$ cat src/rtl/cec_txreq_pkg.sv
package cec_txreq_pkg;

   typedef enum logic [1:0] {
      SEQ_IDLE    = 2'd0,
      SEQ_WAIT_RX = 2'd1,
      SEQ_QUIET   = 2'd2,
      SEQ_ACTIVE  = 2'd3
   } seq_state_t;

   typedef struct packed {
      logic fin;   // bit 2: final byte marker
      logic req;   // bit 1: begin transmission request
      logic en;    // bit 0: enable
   } ctrl_word_t;

   localparam int CTRL_W = 3;

endpackage

$ cat src/rtl/cec_ctrl_word.sv
module cec_ctrl_word
   import cec_txreq_pkg::*;
(
   input  logic              clk,
   input  logic              rst_n,
   input  logic              wr,
   input  logic [CTRL_W-1:0] wdata,
   input  logic              hw_retire,
   output ctrl_word_t        word,
   output logic              ping
);

   ctrl_word_t word_q;
   ctrl_word_t word_n;
   logic       ping_q;
   logic       ping_n;
   logic       kill;

   assign kill = wr & ~wdata[0];

   always_comb begin
      word_n = word_q;
      ping_n = ping_q;
      if (kill) begin
         word_n = '0;
         ping_n = 1'b0;
      end else begin
         if (wr) begin
            word_n.en = 1'b1;
         end
         if (wr && word_q.en) begin
            word_n.req = word_q.req | wdata[1];
            word_n.fin = word_q.fin | wdata[2];
         end
         if (hw_retire) begin
            word_n.req = 1'b0;
            word_n.fin = 1'b0;
         end
         if (!word_q.req && word_n.req) begin
            ping_n = word_q.fin;
         end else if (!word_n.req) begin
            ping_n = 1'b0;
         end
      end
   end

   always_ff @(posedge clk) begin
      if (!rst_n) begin
         word_q <= '0;
         ping_q <= 1'b0;
      end else begin
         word_q <= word_n;
         ping_q <= ping_n;
      end
   end

   assign word = word_q;
   assign ping = ping_q;

endmodule

$ cat src/rtl/cec_quiet_timer.sv
module cec_quiet_timer #(
   parameter int SFT_BITS = 5
) (
   input  logic clk,
   input  logic rst_n,
   input  logic run,
   input  logic tick,
   input  logic busy_line,
   output logic done
);

   generate
      if (SFT_BITS == 1) begin : g_single
         assign done = run & tick & ~busy_line;
      end else begin : g_count
         localparam int CNT_W = $clog2(SFT_BITS);
         localparam logic [CNT_W-1:0] LAST = CNT_W'(SFT_BITS - 1);
         logic [CNT_W-1:0] cnt_q;

         always_ff @(posedge clk) begin
            if (!rst_n) begin
               cnt_q <= '0;
            end else if (!run || busy_line) begin
               cnt_q <= '0;
            end else if (tick) begin
               cnt_q <= (cnt_q == LAST) ? '0 : cnt_q + 1'b1;
            end
         end

         assign done = run & tick & ~busy_line & (cnt_q == LAST);
      end
   endgenerate

endmodule

$ cat src/rtl/cec_tx_sequencer.sv
module cec_tx_sequencer
   import cec_txreq_pkg::*;
(
   input  logic       clk,
   input  logic       rst_n,
   input  logic       req,
   input  logic       rx_busy,
   input  logic       quiet_done,
   input  logic       arb_lost,
   input  logic       hw_retire,
   output logic       quiet_run,
   output logic       start
);

   seq_state_t st_q;
   seq_state_t st_n;
   logic       start_n;
   logic       start_q;

   always_comb begin
      st_n    = st_q;
      start_n = 1'b0;
      if (!req) begin
         st_n = SEQ_IDLE;
      end else begin
         unique case (st_q)
            SEQ_IDLE:    st_n = rx_busy ? SEQ_WAIT_RX : SEQ_QUIET;
            SEQ_WAIT_RX: if (!rx_busy) st_n = SEQ_QUIET;
            SEQ_QUIET: begin
               if (rx_busy) begin
                  st_n = SEQ_WAIT_RX;
               end else if (quiet_done) begin
                  st_n    = SEQ_ACTIVE;
                  start_n = 1'b1;
               end
            end
            SEQ_ACTIVE: begin
               if (arb_lost)       st_n = SEQ_QUIET;
               else if (hw_retire) st_n = SEQ_IDLE;
            end
            default:     st_n = SEQ_IDLE;
         endcase
      end
   end

   always_ff @(posedge clk) begin
      if (!rst_n) begin
         st_q    <= SEQ_IDLE;
         start_q <= 1'b0;
      end else begin
         st_q    <= st_n;
         start_q <= start_n;
      end
   end

   assign quiet_run = (st_q == SEQ_QUIET);
   assign start     = start_q;

endmodule

$ cat src/rtl/cec_txreq_ctrl.sv
module cec_txreq_ctrl
   import cec_txreq_pkg::*;
#(
   parameter int SFT_BITS = 5
) (
   input  logic              clk,
   input  logic              rst_n,
   input  logic              reg_wr,
   input  logic [CTRL_W-1:0] reg_wdata,
   output logic [CTRL_W-1:0] reg_rdata,
   input  logic              ev_done_ack,
   input  logic              ev_underrun,
   input  logic              ev_nack,
   input  logic              ev_txerr,
   input  logic              ev_arb_lost,
   input  logic              rx_busy,
   input  logic              bus_active,
   input  logic              bit_tick,
   output logic              tx_start,
   output logic              tx_last,
   output logic              tx_ping,
   output logic              tx_abort
);

   if (SFT_BITS < 1) begin : g_bad_sft
      $error("SFT_BITS must be at least 1");
   end

   ctrl_word_t word;
   logic       ping;
   logic       retire;
   logic       quiet_run;
   logic       quiet_done;
   logic       en_d_q;

   assign retire = ev_done_ack | ev_underrun | ev_nack | ev_txerr;

   cec_ctrl_word u_word (
      .clk       (clk),
      .rst_n     (rst_n),
      .wr        (reg_wr),
      .wdata     (reg_wdata),
      .hw_retire (retire),
      .word      (word),
      .ping      (ping)
   );

   cec_quiet_timer #(.SFT_BITS(SFT_BITS)) u_quiet (
      .clk       (clk),
      .rst_n     (rst_n),
      .run       (quiet_run),
      .tick      (bit_tick),
      .busy_line (bus_active),
      .done      (quiet_done)
   );

   cec_tx_sequencer u_seq (
      .clk        (clk),
      .rst_n      (rst_n),
      .req        (word.req),
      .rx_busy    (rx_busy),
      .quiet_done (quiet_done),
      .arb_lost   (ev_arb_lost),
      .hw_retire  (retire),
      .quiet_run  (quiet_run),
      .start      (tx_start)
   );

   always_ff @(posedge clk) begin
      if (!rst_n) en_d_q <= 1'b0;
      else        en_d_q <= word.en;
   end

   assign reg_rdata = word;
   assign tx_last   = word.fin;
   assign tx_ping   = ping;
   assign tx_abort  = en_d_q & ~word.en;

endmodule

$ cat config.mk
export PLATFORM = sky130hd
export DESIGN_NAME = cec_txreq_ctrl
export DESIGN_NICKNAME = d
export VERILOG_FILES = /design/src/rtl/cec_txreq_pkg.sv /design/src/rtl/cec_ctrl_word.sv /design/src/rtl/cec_quiet_timer.sv /design/src/rtl/cec_tx_sequencer.sv /design/src/rtl/cec_txreq_ctrl.sv
export SDC_FILE = /design/constraint.sdc
export NUM_CORES = 1
export LEC_CHECK = 0
export BUFFER_PORTS_ARGS = -buffer_cell sky130_fd_sc_hd__buf_2
export CELL_PAD_IN_SITES_DETAIL_PLACEMENT = 0
export CELL_PAD_IN_SITES_GLOBAL_PLACEMENT = 1
export CORE_MARGIN = 3
export CORE_UTILIZATION = 37
export CTS_BUF_LIST = sky130_fd_sc_hd__clkbuf_8
export DETAILED_ROUTE_END_ITERATION = 8
export GPL_TIMING_DRIVEN = 0
export PLACE_DENSITY_LB_ADDON = 0.1
export SETUP_SLACK_MARGIN = 0.2
export SYNTH_ARGS = -nofsm -noshare
export SYNTH_HDL_FRONTEND = slang
export SYNTH_SLANG_ARGS = --single-unit
$ cat constraint.sdc
create_clock -name clk -period 2.1 [get_ports clk]
set_input_delay 0 -clock clk [delete_from_list [all_inputs] [get_ports clk]]
set_output_delay 0 -clock clk [all_outputs]
set_load 0.005 [all_outputs]
==> impl_metrics.toml, run 1 <==
[outcome]
outcome = "finished, final reports clean"

[power_and_ir_drop]
leakage_nw = 0.306
p_per_area_nw_per_um2 = 657
ir_drop_uv = 418
power.total_uw = 449

[critical_path]
crit_path_max_incr_delay_ns = 0.33
r2r-start = "u_quiet.g_count.cnt_q[0]"
cp_cell_sequence = "inv_1, ha_1, nand4b_1, a211o_1, nor2_1"
r2r_cells = 5
ff2ff_setup_slack_ns = 0.98
endpoint_kind = "flip-flop"
cp.required_ns = 2.28
path_buf_inv = 1
r2r-end = "u_seq.st_q[0]"
critical-path-slowest-cell = "dfxtp_1"
crit_arrival_ns = 1.29
cp-start-kind = "flip-flop"
cp_max_fo = 4
timing.setup.critical_path_class = "reg -> reg"
cp_top_family = "flip-flops"

[layout]
final_layout_size_suffix_gt1_frac = 0.367
fin_nets = 96
layout_commonest_cell = "buf_2"
diodes = 0
area_growth_pct = 33.8
mostFrequentLayoutCells = "20 x buf_2, 11 x dfxtp_1, 7 x nor2_1"
final_area_um2 = 683

[timing]
worst_hold_slack_ns = 0.0358
layout_setup_ws_ns = 0.984
period_share = 0.531
drv_slew = 0
setup_viol = 0
worst_slew_pin_slew_ns = 0.280
tns_ns = 0
hold_viol_final = 0
max_freq_mhz = 896
max_slew_margin = 0.812
fin_skew_ns = 0.00465
period_minus_slack_ns = 1.12
rsz0062_at_grt = "false"

[route]
vias = 441
drt_first_pass_iters = 4
via_per_inst = 4.74
initialDrtViolationCount = 12
antenna_left = 0
wl_per_cell_um = 10.7
wirelength_um = 996
drc_errors = 0

[logic_synthesis]
ys_seq_elements = 11
synth_edf_count = 0
synth_nets = 70
synth_ff_type = "dfxtp_1"
syn_inst = 54
synth_warnings = 0
async_flop_share = 0
synth.cell_area_um2 = 510
synth_area_per_cell_um2 = 9.45
ys_types = 26
synth_seq_area_share = 0.431

[grt]
grt_max_degree = 8
grt.total_usage = 0.116
antenna_found_initial = 0
grt_pass1_vias = 366
grt_pass1_wl_um = 1570
grt-ovfl-total = 0

[floorplan]
die_w_um = 43.1
fp-row-count = 12
die_area_um2 = 1860
die_h_um = 43.1
core_um2 = 1200
start_util = 0.425
ios = 21

[worst_hold_path]
hp-class = "in -> reg"
hold_start = "reg_wdata[1]"
hold_path_end = "u_word.word[1]"
whs_path_depth = 3

[cts]
cts_buffer_depth = 2
clkLatencyLatePin_ns = 0.24
cts.sinks = 11
numCtsBuffers = 3
cts.htree.levels = 1
cts_resized = 0
root_buffer = "clkbuf_8"
clk_pin_slew_ns = 0.05
cts_tree = "yes"

[placed_design]
place_ws_ns = 0.991
gp_congestion = 0.717
place_area_um2 = 628
portBuffers = 20
dpl.hpwl_um = 778

[run]
cap_viol_max_count = 0
kinds of logic after synthesis:
| kind of cell | share of synthesized area |
|---|---|
| DFF | 0.431 |
| and+or+nand+nor | 0.297 |
| AOI/OAI and AO/OA | 0.132 |
| adders and majority gates | 0.0490 |
| buffers and inverters | 0.0515 |
| muxes | 0.0392 |
worst register-to-register path, cell delays in order (launching register included):
cell and delay (ns):
dfxtp_1 0.33, inv_1 0.06, ha_1 0.18, nand4b_1 0.12
a211o_1 0.28, nor2_1 0.10
synthesized netlist by cell type (2+ instances only):
library cell | count | area (um2)
dfxtp_1 | 11 | 220
nor2_1 | 7 | 26.3
nor2b_1 | 2 | 12.5
o21ai_0 | 2 | 10.0
a31oi_1 | 2 | 12.5
ha_1 | 2 | 25.0
buf_4 | 2 | 15.0
mux2i_1 | 2 | 20.0
a21oi_1 | 2 | 10.0
inv_1 | 3 | 11.3
nand2_1 | 4 | 15.0
final cells by class:
type	count	area, um2
clock buffers	3	41.3
repair buffers	21	110
plain buffers	2	15.0
flip-flops and latches	11	220
multi-input cells	38	264
inverters	3	11.3
fillers	122	518
well taps	14	17.5
clock inverters	1	3.75
metrics by stage:
step,cells,util
6_report,93,0.569
5_1_grt,93,0.569
4_1_cts,93,0.569
3_5_place_dp,88,0.523
3_3_place_gp,88,0.523
2_1_floorplan,54,-
worst max-delay path by stage:
stage | start | to | slack [ns] | cells past startpoint
2_1_floorplan | u_quiet.g_count.cnt_q[0] | u_seq.st_q[0] | 1.07 | 5
3_3_place_gp | u_quiet.g_count.cnt_q[0] | u_seq.st_q[0] | 0.99 | 5
3_5_place_dp | u_quiet.g_count.cnt_q[0] | u_seq.st_q[0] | 0.99 | 5
4_1_cts | u_quiet.g_count.cnt_q[0] | u_seq.st_q[0] | 0.97 | 5
5_1_grt | u_quiet.g_count.cnt_q[0] | u_seq.st_q[0] | 0.90 | 5
6_report | u_quiet.g_count.cnt_q[0] | u_seq.st_q[0] | 0.98 | 5
layer usage:
metal | GRT usage | up-vias | part of all wire
met2 | 0.159 | 17 | 0.46
met5 | 0 | - | 0
met1 | 0.146 | 187 | 0.45
met3 | 0.0763 | 0 | 0.094
li1 | - | 237 | -
met4 | 0.0361 | 0 | 0
state kept, by name, summed over array words and instances (netlist names):
signal and count:
u_seq.start 1, en_d_q 1, u_word.ping 1, u_quiet.g_count.cnt_q 3
u_seq.st_q 2, u_word.word 3
report_power, final:
group / internal (mW) / leakage [nW] / switching [mW]
Sequential: 0.212 / 0.0890 / 0.00258
Combinational: 0.0174 / 0.190 / 0.0144
Clock: 0.128 / 0.0269 / 0.0749
timing repair:
| action | 4_1_cts | 5_1_grt |
|---|---|---|
| hold buffers | 1 | 0 |
| endpoints found under the setup margin | 0 | 0 |
| hold endpoints to repair | 2 | 0 |
| buffers inserted | 0 | 0 |
No activity file was read; power rests on OpenSTA's default activity.
==> run 2, diff against run 1 <==
--- a/config.mk
+++ b/config.mk
@@ -5,11 +5,12 @@
 export SDC_FILE = /design/constraint.sdc
 export NUM_CORES = 1
 export LEC_CHECK = 0
+export ABC_AREA = 1
 export BUFFER_PORTS_ARGS = -buffer_cell sky130_fd_sc_hd__buf_2
 export CELL_PAD_IN_SITES_DETAIL_PLACEMENT = 0
 export CELL_PAD_IN_SITES_GLOBAL_PLACEMENT = 1
 export CORE_MARGIN = 3
-export CORE_UTILIZATION = 37
+export CORE_UTILIZATION = 33
 export CTS_BUF_LIST = sky130_fd_sc_hd__clkbuf_8
 export DETAILED_ROUTE_END_ITERATION = 8
 export GPL_TIMING_DRIVEN = 0
==> constraint.sdc (replaced) <==
create_clock -name clk -period 1.1 [get_ports clk]
set_input_delay 0 -clock clk [delete_from_list [all_inputs] [get_ports clk]]
set_output_delay 0 -clock clk [all_outputs]
set_load 0.005 [all_outputs]
==> run 2 against run 1 <==
Compared with the run above:
- critical path depth rose by 4
- final cell count rose by 28%
- sequential power rose by 91%
- combinational power rose by 93%
==> impl_metrics.toml, run 2 <==
[layout]
multiInputGateArea_um2 = 283
mostFrequentLayoutCells = "20 x buf_2, 13 x inv_1, 10 x nor2_1"
fill_cells = 163
diodes = 0
area_growth_pct = 39.5
layout_commonest_cell = "buf_2"
fin_nets = 120
layout.area.seq_um2 = 225
final_area_um2 = 769
final_layout_size_suffix_gt1_frac = 0.417

[route]
vias = 532
drt_first_pass_iters = 2
drc_errors = 0
antenna_left = 0
initialDrtViolationCount = 5
via_per_inst = 4.47
wl_per_cell_um = 9.19
wirelength_um = 1090

[timing]
period_minus_slack_ns = 1.07
rsz0062_at_grt = "true"
layout_setup_ws_ns = 0.0331
setup_viol = 0
max_freq_mhz = 937
hold_viol_final = 0
drv_slew = 0
period_share = 0.970
fin_skew_ns = 0.00151
max_slew_margin = 0.852
worst_slew_pin_slew_ns = 0.220

[power_and_ir_drop]
ir_drop_uv = 645
leakage_nw = 0.383
p_per_area_nw_per_um2 = 1120

[logic_synthesis]
synth_area_per_cell_um2 = 7.26
synth_seq_area_share = 0.399
synth_area_leaders = "dfxtp_1 40%, inv_1 9.5%, nor2_1 6.8%"
synth_top_area_frac = 0.399
ys_seq_elements = 11
synth_largest_area_cell = "dfxtp_1"
synth_edf_count = 0
yosysMostFrequentCell = "inv_1"
async_flop_share = 0
syn_inst = 76
synth_nets = 92
ys_types = 19
synth_top_cells_by_count = "14 x inv_1, 11 x dfxtp_1, 10 x nor2_1"
synth_warnings = 0
synth.cell_area_um2 = 552
synth_ff_type = "dfxtp_1"

[placed_design]
place_ws_ns = 0.000742
gp_congestion = 0.734
portBuffers = 20
place_area_um2 = 694
dpl.hpwl_um = 860

[critical_path]
cp_cell_sequence = "inv_2, ha_4, nand2_4, nor2_4, nand2_2, nand2_2, nand3_1, nand2_1, inv_1"
crit_arrival_ns = 1.20
cp_max_fo = 3
path_buf_inv = 2
crit_path_max_incr_delay_ns = 0.33
cp-start-kind = "flip-flop"
endpoint_kind = "flip-flop"
path_common_cell = "nand2_2"
cp.required_ns = 1.24
timing.setup.critical_path_class = "reg -> reg"
critical-path-slowest-cell = "dfxtp_2"
cp_top_family = "simple AND/OR/NAND/NOR gates"

[floorplan]
fp-row-count = 14
die_area_um2 = 2200
core_um2 = 1540
start_util = 0.358
ios = 21
die_h_um = 46.9
die_w_um = 46.9

[cts]
cts_tree = "yes"
cts_buffer_depth = 2
clkLatencyLatePin_ns = 0.23
root_buffer = "clkbuf_8"
clk_pin_slew_ns = 0.05
cts.htree.levels = 1
numCtsBuffers = 3
cts.sinks = 11

[outcome]
outcome = "finished, final reports clean"

[grt]
grt_pass1_vias = 477
grt-ovfl-total = 0
grt_pass1_wl_um = 1840
antenna_found_initial = 0
grt.total_usage = 0.118
grt_max_degree = 8

[worst_hold_path]
hp-class = "in -> reg"

[run]
cap_viol_max_count = 0
-- run 2: layer usage --
| metal | wire (um) | vias to the layer above | global-route usage |
|---|---|---|---|
| li1 | - | 290 | - |
| met1 | 521 | 227 | 0.147 |
| met2 | 486 | 13 | 0.179 |
| met3 | 77 | 2 | 0.0383 |
| met4 | 9 | 0 | 0.0663 |
| met5 | 0 | - | 0 |
-- run 2: layout make-up --
class                      instances  area share
multi-input combinational         48       0.367
clock inverter                     1     0.00488
inverter                          15      0.0732
sequential                        11       0.293
buffer                             2      0.0195
timing repair buffer              23       0.163
clock buffer                       3      0.0537
tap                               16      0.0260
-- run 2: worst reg2reg max path: cells and delay by family, from the launching register on --
kind	cells	cell delay, ns
AND/OR/NAND/NOR	6	0.41
flip-flops	1	0.33
adder cells (fa/ha/maj)	1	0.13
buffers and inverters	2	0.09
-- run 2: logic make-up (layout without fill, tap and decap cells) --
logic type	after synthesis	in the layout	synth area share
AOI/OAI and AO/OA	11	11	0.113
buffers and inverters	17	44	0.129
and+or+nand+nor	35	35	0.313
DFF	11	11	0.399
adders and majority gates	2	2	0.0453
-- run 2: repair_timing --
action	4_1_cts	5_1_grt
hold endpoints to repair	1	0
setup endpoints to repair	5	8
buffers inserted	2	0
hold buffers	1	0
pin swaps	2	0
resized for setup	1	2
-- run 2: power by group --
part           switching [mW]  total, mW  internal [mW]
combinational          0.0295     0.0613         0.0318
clock                   0.151      0.396          0.245
sequential            0.00401      0.408          0.404
total                   0.185      0.865          0.681
-- run 2: path summary, 6_finish.rpt --
check	from	endpoint	slack [ns]	cells past startpoint
max	u_quiet.g_count.cnt_q[0]	u_seq.st_q[1]	0.03	9
min	rst_n	en_d_q	0.007	3
min reg2reg	u_word.word[0]	en_d_q	0.47	2
max reg2reg	u_quiet.g_count.cnt_q[0]	u_seq.st_q[1]	0.03	9
-- run 2: through the flow --
stage	TNS [ns]	hold WS, ns	power (mW)	util	instances
2_1_floorplan	0	0.0764	0.437	-	76
4_1_cts	0	0.00719	0.880	0.498	119
3_3_place_gp	-0.00123	0.218	0.474	0.450	112
5_1_grt	-0.172	0.0175	0.908	0.499	119
6_report	0	0.00658	0.865	0.499	119
3_5_place_dp	0	0.218	0.475	0.450	112
==> run 3, diff against run 2 <==
--- a/config.mk
+++ b/config.mk
@@ -5,12 +5,11 @@
 export SDC_FILE = /design/constraint.sdc
 export NUM_CORES = 1
 export LEC_CHECK = 0
-export ABC_AREA = 1
 export BUFFER_PORTS_ARGS = -buffer_cell sky130_fd_sc_hd__buf_2
 export CELL_PAD_IN_SITES_DETAIL_PLACEMENT = 0
 export CELL_PAD_IN_SITES_GLOBAL_PLACEMENT = 1
-export CORE_MARGIN = 3
-export CORE_UTILIZATION = 33
+export CORE_MARGIN = 1.5
+export CORE_UTILIZATION = 34
 export CTS_BUF_LIST = sky130_fd_sc_hd__clkbuf_8
 export DETAILED_ROUTE_END_ITERATION = 8
 export GPL_TIMING_DRIVEN = 0
==> run 3 against run 2 <==
Compared with the run above:
- sequential power is essentially flat
- flip-flop and latch count unchanged
- sequential share of layout area rose by 1.4 points
- critical endpoint is now u_seq.st_q[0]
- largest power group unchanged
- highest routed layer is now met3
==> impl_metrics.toml, run 3 (synthesis gave the netlist of run 1 again) <==
[floorplan]
start_util = 0.378
core_um2 = 1350
ios = 21
die_h_um = 41.8
fp-row-count = 13
die_area_um2 = 1740
die_w_um = 41.8

[worst_hold_path]
hp-class = "in -> reg"
whs_path_depth = 3

[cts]
clkLatencyLatePin_ns = 0.23
numCtsBuffers = 3
root_buffer = "clkbuf_8"
cts_buffer_depth = 2
cts.htree.levels = 1
clk_pin_slew_ns = 0.05
cts_tree = "yes"
cts.sinks = 11

[timing]
period_minus_slack_ns = 1.08
hold_viol_final = 0
max_slew_margin = 0.824
fin_skew_ns = 0.000196
max_freq_mhz = 928
tns_ns = 0
rsz0062_at_grt = "true"
period_share = 0.979
drv_slew = 0
worst_slew_pin_slew_ns = 0.262
setup_viol = 0

[layout]
fin_nets = 99
multiInputGateArea_um2 = 285
layout.area.seq_um2 = 225
diodes = 0
final_layout_size_suffix_gt1_frac = 0.500
area_growth_pct = 43.6
layout_commonest_cell = "buf_2"
mostFrequentLayoutCells = "20 x buf_2, 7 x dfxtp_1, 6 x nor2_1"
fill_cells = 154

[critical_path]
cp_cell_sequence = "inv_2, ha_4, nand4b_1, a211o_1, nor2_1"
timing.setup.critical_path_class = "reg -> reg"
cp.required_ns = 1.27
r2r_cells = 5
crit_path_max_incr_delay_ns = 0.32
path_buf_inv = 1
critical-path-slowest-cell = "dfxtp_2"
ff2ff_setup_slack_ns = 0.02
cp-start-kind = "flip-flop"
cp_max_fo = 3
endpoint_kind = "flip-flop"
path_depth = 5
crit_arrival_ns = 1.25
cp_top_family = "flip-flops"

[grt]
grt_max_degree = 8
grt_pass1_vias = 461
grt.total_usage = 0.137
grt-ovfl-total = 0
grt_pass1_wl_um = 1850
antenna_found_initial = 0

[placed_design]
dpl.hpwl_um = 784
portBuffers = 20
gp_congestion = 0.643

[route]
wl_per_cell_um = 10.9
antenna_left = 0
drc_errors = 0
initialDrtViolationCount = 5
wirelength_um = 1060
drt_first_pass_iters = 2
vias = 468
via_per_inst = 4.82

[outcome]
outcome = "finished, final reports clean"

[power_and_ir_drop]
power.total_uw = 867
ir_drop_uv = 830
p_per_area_nw_per_um2 = 1180
leakage_nw = 0.327

[run]
cap_viol_max_count = 0
==> run 3: cell count changes in the layout (fill, tap and decap cells not counted), sizes merged, moves of 2 or more <==
cell and delta:
nand2 -7, nand3 -5, inv -12, nor2 -5, mux2i +2, nand2b +2
a21oi -3, nor2b +2, a31oi +2
==> run 3: path summary, 6_finish.rpt <==
check,startpoint,end
min,reg_wdata[2],u_word.word[2]
max reg2reg,u_quiet.g_count.cnt_q[1],u_seq.st_q[0]
max,u_quiet.g_count.cnt_q[1],u_seq.st_q[0]
min reg2reg,u_seq.st_q[1],u_seq.start
==> run 3: repair_timing <==
action,in CTS,in global routing
setup endpoints to repair,5,8
pin swaps,1,0
hold buffers,1,0
setup buffers,3,0
gates resized for setup,0,4
hold endpoints to repair,2,0
==> run 3: worst register-to-register path: cells and delay by family, from the launching register on <==
family	cells	cell delay, ns
AO/OA/AOI/OAI	1	0.28
adder cells (fa/ha/maj)	1	0.14
buffers and inverters	1	0.06
flip-flops	1	0.32
AND/OR/NAND/NOR	2	0.22
==> run 3: report_power, final <==
group	switching (mW)	internal [mW]	leakage [nW]	total, mW
registers	0.00438	0.404	0.0908	0.408
clock network	0.152	0.245	0.0269	0.397
logic	0.0283	0.0332	0.210	0.0615
total	0.185	0.682	0.327	0.867
==> run 3: routing by layer <==
| metal | global-route usage | part of all wire | vias to the layer above |
|---|---|---|---|
| li1 | - | - | 245 |
| met1 | 0.164 | 0.46 | 209 |
| met2 | 0.228 | 0.49 | 14 |
| met3 | 0.0522 | 0.051 | 0 |
| met4 | 0.0387 | 0 | 0 |
| met5 | 0 | 0 | - |
==> run 3: stage by stage <==
step	hold WS (ns)	instance area (um2)	setup slack [ns]	utilization	instances
detailed placement	0.220	644	-0.00723	0.477	89
finish	0.0250	733	0.0227	0.543	97
floorplan	0.0768	526	0.0789	-	54
CTS	0.0235	722	0.0225	0.535	97
global route	0.0504	733	-0.0555	0.543	97
global placement	0.224	644	0.0130	0.477	89
==> run 3: layout make-up <==
class,count,area share
Buffer,2,0.0205
Clock buffer,3,0.0563
Clock inverter,1,0.00512
Inverter,3,0.0154
Multi-Input combinational cell,38,0.389
Sequential cell,11,0.307
Tap cell,15,0.0256
Timing Repair Buffer,24,0.181
